[src/rtl/gpi_irq_pkg.sv]
package gpi_irq_pkg;

    localparam int unsigned BYTE_W = 8;

    typedef enum logic [2:0] {
        KIND_LEVEL,
        KIND_STATUS,
        KIND_POL,
        KIND_ENABLE,
        KIND_FLAG,
        KIND_NONE
    } reg_kind_e;

    function automatic int unsigned bytes_for(int unsigned lines);
        return (lines + BYTE_W - 1) / BYTE_W;
    endfunction

    // Four banks of nb byte registers each, then one flag register.
    function automatic reg_kind_e decode_kind(int unsigned a, int unsigned nb);
        if (a < nb)          return KIND_LEVEL;
        else if (a < 2 * nb) return KIND_STATUS;
        else if (a < 3 * nb) return KIND_POL;
        else if (a < 4 * nb) return KIND_ENABLE;
        else if (a == 4 * nb) return KIND_FLAG;
        return KIND_NONE;
    endfunction

    function automatic int unsigned decode_byte(int unsigned a, int unsigned nb);
        return a % nb;
    endfunction

endpackage

[src/rtl/gpi_sync.sv]
module gpi_sync #(
    parameter int unsigned WIDTH  = 18,
    parameter int unsigned STAGES = 2
) (
    input  logic             clk,
    input  logic             rst_n,
    input  logic [WIDTH-1:0] din,
    output logic [WIDTH-1:0] dout
);

    logic [WIDTH-1:0] stage_d [STAGES];
    logic [WIDTH-1:0] stage_q [STAGES];

    always_comb begin
        stage_d[0] = din;
        for (int s = 1; s < STAGES; s++) begin
            stage_d[s] = stage_q[s-1];
        end
    end

    genvar g;
    generate
        for (g = 0; g < STAGES; g++) begin : g_stage
            always_ff @(posedge clk or negedge rst_n) begin
                if (!rst_n) stage_q[g] <= '0;
                else        stage_q[g] <= stage_d[g];
            end
        end
    endgenerate

    assign dout = stage_q[STAGES-1];

endmodule

[src/rtl/gpi_status_bank.sv]
module gpi_status_bank #(
    parameter int unsigned NUM_LINES = 18
) (
    input  logic                 clk,
    input  logic                 rst_n,
    input  logic [NUM_LINES-1:0] line_lvl,
    input  logic [NUM_LINES-1:0] pol,
    input  logic [NUM_LINES-1:0] en,
    input  logic [NUM_LINES-1:0] clr,
    output logic [NUM_LINES-1:0] status
);

    logic [NUM_LINES-1:0] cond;
    logic [NUM_LINES-1:0] status_d, status_q;

    // A line is active when its level matches its polarity bit.
    genvar g;
    generate
        for (g = 0; g < NUM_LINES; g++) begin : g_line
            assign cond[g] = en[g] & ~(line_lvl[g] ^ pol[g]);
        end
    endgenerate

    // Setting has priority over a clear in the same cycle.
    always_comb begin
        status_d = cond | (status_q & ~clr);
    end

    always_ff @(posedge clk or negedge rst_n) begin
        if (!rst_n) status_q <= '0;
        else        status_q <= status_d;
    end

    assign status = status_q;

endmodule

[src/rtl/gpi_irq_ctrl.sv]
module gpi_irq_ctrl #(
    parameter int unsigned NUM_LINES   = 18,
    parameter int unsigned ADDR_W      = 4,
    parameter int unsigned SYNC_STAGES = 2
) (
    input  logic                 clk,
    input  logic                 rst_n,
    input  logic [NUM_LINES-1:0] gpi_in,
    input  logic                 rd_en,
    input  logic                 wr_en,
    input  logic [ADDR_W-1:0]    addr,
    input  logic [7:0]           wdata,
    output logic [7:0]           rdata,
    output logic                 irq_n
);
    import gpi_irq_pkg::*;

    localparam int unsigned NUM_BYTES = bytes_for(NUM_LINES);
    localparam int unsigned PAD_W     = NUM_BYTES * BYTE_W;
    localparam logic [PAD_W-1:0] LINE_MASK = {PAD_W{1'b1}} >> (PAD_W - NUM_LINES);

    typedef struct packed {
        logic [PAD_W-1:0]     pol;
        logic [PAD_W-1:0]     en;
        logic [NUM_BYTES-1:0] arm;
        logic                 flag;
        logic [7:0]           rdata;
    } regs_t;

    regs_t r_d, r_q;

    logic [NUM_LINES-1:0] sync_lvl;
    logic [NUM_LINES-1:0] line_status;
    logic [NUM_LINES-1:0] clr_lines;
    logic [NUM_BYTES-1:0] clr_bytes;
    logic [PAD_W-1:0]     lvl_pad, stat_pad;
    reg_kind_e            kind;
    int unsigned          bidx;
    logic                 flag_q;

    gpi_sync #(
        .WIDTH  (NUM_LINES),
        .STAGES (SYNC_STAGES)
    ) u_sync (
        .clk   (clk),
        .rst_n (rst_n),
        .din   (gpi_in),
        .dout  (sync_lvl)
    );

    gpi_status_bank #(
        .NUM_LINES (NUM_LINES)
    ) u_bank (
        .clk      (clk),
        .rst_n    (rst_n),
        .line_lvl (sync_lvl),
        .pol      (r_q.pol[NUM_LINES-1:0]),
        .en       (r_q.en[NUM_LINES-1:0]),
        .clr      (clr_lines),
        .status   (line_status)
    );

    assign lvl_pad  = PAD_W'(sync_lvl);
    assign stat_pad = PAD_W'(line_status);

    always_comb begin
        r_d       = r_q;
        clr_bytes = '0;
        kind      = decode_kind(int'(addr), NUM_BYTES);
        bidx      = decode_byte(int'(addr), NUM_BYTES);

        if (rd_en) begin
            case (kind)
                KIND_LEVEL:  r_d.rdata = lvl_pad[bidx*BYTE_W +: BYTE_W];
                KIND_STATUS: begin
                    r_d.rdata = stat_pad[bidx*BYTE_W +: BYTE_W];
                    // Reads of a status byte alternate: arm, then clear.
                    if (r_q.arm[bidx]) begin
                        clr_bytes[bidx] = 1'b1;
                        r_d.arm[bidx]   = 1'b0;
                    end else begin
                        r_d.arm[bidx]   = 1'b1;
                    end
                end
                KIND_POL:    r_d.rdata = r_q.pol[bidx*BYTE_W +: BYTE_W];
                KIND_ENABLE: r_d.rdata = r_q.en[bidx*BYTE_W +: BYTE_W];
                KIND_FLAG:   r_d.rdata = {7'd0, r_q.flag};
                default:     r_d.rdata = 8'd0;
            endcase
        end

        if (wr_en) begin
            case (kind)
                KIND_POL:    r_d.pol[bidx*BYTE_W +: BYTE_W] = wdata;
                KIND_ENABLE: r_d.en[bidx*BYTE_W +: BYTE_W]  = wdata;
                default:     ;
            endcase
        end
        r_d.pol = r_d.pol & LINE_MASK;
        r_d.en  = r_d.en  & LINE_MASK;

        // Any latched line holds the flag; a one written to bit 0 drops it.
        r_d.flag = (|line_status) |
                   (r_q.flag & ~(wr_en && (kind == KIND_FLAG) && wdata[0]));

        for (int i = 0; i < NUM_LINES; i++) begin
            clr_lines[i] = clr_bytes[i / BYTE_W];
        end
    end

    always_ff @(posedge clk or negedge rst_n) begin
        if (!rst_n) r_q <= '0;
        else        r_q <= r_d;
    end

    assign flag_q = r_q.flag;
    assign rdata  = r_q.rdata;
    assign irq_n  = ~flag_q;

endmodule

[config.mk]
export PLATFORM = sky130hd
export DESIGN_NAME = gpi_irq_ctrl
export DESIGN_NICKNAME = d
export VERILOG_FILES = /design/src/rtl/gpi_irq_pkg.sv /design/src/rtl/gpi_sync.sv /design/src/rtl/gpi_status_bank.sv /design/src/rtl/gpi_irq_ctrl.sv
export SDC_FILE = /design/constraint.sdc
export NUM_CORES = 1
export LEC_CHECK = 0
export BUFFER_PORTS_ARGS = -buffer_cell sky130_fd_sc_hd__buf_4
export CAP_MARGIN = 10
export CORE_MARGIN = 5
export CORE_UTILIZATION = 56
export DETAILED_ROUTE_END_ITERATION = 6
export PLACE_DENSITY = 0.75
export SLEW_MARGIN = 20
export SYNTH_ARGS = -nofsm -noshare
export SYNTH_HDL_FRONTEND = slang
export SYNTH_SLANG_ARGS = --single-unit
[constraint.sdc]
create_clock -name clk -period 3.36 [get_ports clk]
set_clock_uncertainty 0.15 [all_clocks]
set_input_delay 0.504 -clock clk [delete_from_list [all_inputs] [get_ports clk]]
set_output_delay 0.504 -clock clk [all_outputs]
set_load 0.1 [all_outputs]
==> results.sh <==
export IMPL_setup_tns_ns=-17.36
export IMPL_numPortBuffers=42
export IMPL_synth_area_leader_cell="dfrtp_1"
export IMPL_power_density_nw_per_um2=526
export IMPL_rows=35
export IMPL_io_pins=43
export IMPL_synthCells=484
export IMPL_hp_start="gpi_in[13]"
export IMPL_required_ns=3.45
export IMPL_synth_most_common_cell="dfrtp_1"
export IMPL_remaining_drc_errors=0
export IMPL_finalHoldViolations=0
export IMPL_critPathArrivalTime_ns=3.98
export IMPL_violations="negative setup slack"
export IMPL_grt_pass1_vias=4460
export IMPL_synth_edf_count=0
export IMPL_first_iter_violations=266
export IMPL_cts_root_buf="clkbuf_8"
export IMPL_coreArea_um2=9110
export IMPL_fin_util_pct=73.0
export IMPL_globalRouteTotalUtil_pct=26.3
export IMPL_grt_max_degree=46
export IMPL_yosysSeqAreaShare_pct=49.5
export IMPL_status="finished, violations left"
export IMPL_clock_latency_ns=0.37
export IMPL_p_leak_nw=2.97
export IMPL_syn_area_um2=5160
export IMPL_crit_slowest_cell="or3_4"
export IMPL_dpl_cell_count=682
export IMPL_maxCapViolations=0
export IMPL_slew_viol_final=0
export IMPL_cts_tree="yes"
export IMPL_yosys_register_bits=102
export IMPL_crit_family="simple AND/OR/NAND/NOR gates"
export IMPL_cts_buffers=9
export IMPL_synth_common_cells="dfrtp_1, nand2_1, mux2_2"
export IMPL_synth_nets=525
export IMPL_drive_above_1_share_pct=37.4
export IMPL_num_vias=4376
export IMPL_synth_top_flop_cell="dfrtp_1"
export IMPL_finalSetupViolCount=48
export IMPL_start_util_pct=56.6
export IMPL_antenna_found_initial=0
export IMPL_die_width_um=106
export IMPL_fin_cells=704
export IMPL_grt_pass1_wl_mm=23.1
export IMPL_layout_nets=629
export IMPL_min_period_over_period_pct=116
export IMPL_htree_levels=3
export IMPL_postPlaceCellArea_um2=6210
export IMPL_worst_setup_path_end_kind="register"
export IMPL_syn_to_final_growth_pct=29.0
export IMPL_yosysUniqueCellTypes=66
export IMPL_fp_dieArea_um2=11200
export IMPL_drtPass1Iterations=4
export IMPL_die_y_um=106
export IMPL_cts_clk_slew_worst_paths_ns=0.11
export IMPL_r2r_slack_ns=1.45
export IMPL_cp_start_kind="primary input"
export IMPL_crit_chain="buf_6 > nor2b_4 > ha_4 > ha_4 > buf_4 > nand2_2 > a31oi_4 > or3_4 > nor3_4 > mux2i_4 > ha_4 > xnor2_1 > a32o_1 > a211oi_4 > and4_4 > buf_6 > mux2_4"
export IMPL_stdcell_area_um2=6650
export IMPL_vias_per_cell=6.22
export IMPL_hold_ws_ns=0.0783
export IMPL_rsz0062_at_grt="true"
export IMPL_drt_total_wl_mm=14.1
export IMPL_setup_slack_ns=-0.523
export IMPL_max_slew_margin_rel_pct=29.0
export IMPL_cp_num_buf_inv=3
export IMPL_worst_pin_slew_ns=1.06
export IMPL_crit_path_start="addr[2]"
export IMPL_clock_sinks=102
export IMPL_hpwl_mm=10.3
export IMPL_rr_startpoint="r_q[20]"
export IMPL_fmax_mhz=258
export IMPL_timing_critical_path_fanout_max=5
export IMPL_gr_total_overflow=0
export IMPL_criticalPathCategory="in2reg"
export IMPL_wl_per_cell_um=20.1
export IMPL_min_path_type="in2reg"
export IMPL_finalWeightedCongestion=0.898
export IMPL_async_reset_ff_share_pct=100
export IMPL_antenna_left=0
export IMPL_max_stage_delay_ns=0.43
export IMPL_yosys_top_cells_area="dfrtp_1, mux2_2, nand2_1"
export IMPL_syn_avg_cell_area_um2=10.7
export IMPL_cp_common_cell="ha_4"
export IMPL_yosysWarnings=0
export IMPL_n_antenna_cell=0
export IMPL_ir_drop_v=0.000509
export IMPL_period_needed_ns=3.88
export IMPL_synth_top_area_share_pct=49.5
export IMPL_cts_buffer_depth=2
metrics by stage:
step	power (mW)	setup WS [ns]
finish	3.50	-0.523
global route	3.66	-0.639
CTS	3.42	-0.505
detailed placement	2.54	-1.06
global placement	2.51	-0.974
floorplan	2.16	-0.981
repair_timing:
action / CTS / global route
hold endpoints to repair: 43 / 0
endpoints found under the setup margin: 49 / 54
hold buffers: 1 / 0
resized for setup: 25 / 30
buffers inserted: 3 / 2
pin swaps: 8 / 6
per-layer routing:
metal | global-route usage [%] | part of all wire, %
met4 | 9.90 | 3.2
met1 | 36.1 | 43
met5 | 0 | 0
met3 | 4.25 | 6.1
met2 | 42.2 | 47
logic make-up after synthesis:
logic type / share of synthesized area [%]
xor gates and xnor gates: 3.74
AOI/OAI and AO/OA: 16.9
adders and majority gates: 1.89
muxes: 9.70
buffers and inverters: 4.41
and+or+nand+nor: 13.9
DFF: 49.5
report_power, final:
group	switching, mW	internal (mW)	total, mW
Combinational	0.584	0.520	1.10
Sequential	0.155	1.40	1.56
Clock	0.466	0.370	0.836
flip-flops by register name, summed over array words and instances (netlist names), named ones only:
signal / flops
u_bank.status: 18
rdata: 8
u_sync.dout: 18
u_sync.stage_d: 18
r_q: 36
flag_q: 1
area by class of cell:
type	instances	area (um2)
Multi-Input combinational cell	333	2690
Clock inverter	7	97.6
Tap cell	111	139
Timing Repair Buffer	122	968
Fill cell	633	2460
Sequential cell	102	2550
Clock buffer	9	124
Inverter	20	77.6
cell usage in the layout (no fill, tap or decap), types with 6 or more instances in the layout:
cell type,netlist,routed
nor2_1,21,20
clkbuf_8,0,9
a22o_1,18,18
and2_1,6,6
mux2_4,0,25
nand3_1,14,12
a221oi_1,8,8
a221o_1,8,8
a21oi_1,14,14
o21ai_0,33,17
xnor2_1,20,19
nand2_1,51,49
mux2_2,39,15
inv_1,19,18
o21ai_1,0,11
nor3_1,10,8
o22ai_1,7,7
buf_4,8,110
dfrtp_1,102,102
buf_6,1,10
final timing paths:
check	to	cells after the start
worst max-delay path	r_q[23]	17
worst min-delay path	u_sync.stage_d[13]	1
worst max register to register	rdata[0]	7
worst min register to register	u_sync.dout[14]	0
max in group asynchronous	r_q[38]	3
min in group asynchronous	u_sync.stage_d[0]	2
Power figures use the tool's default switching activity.
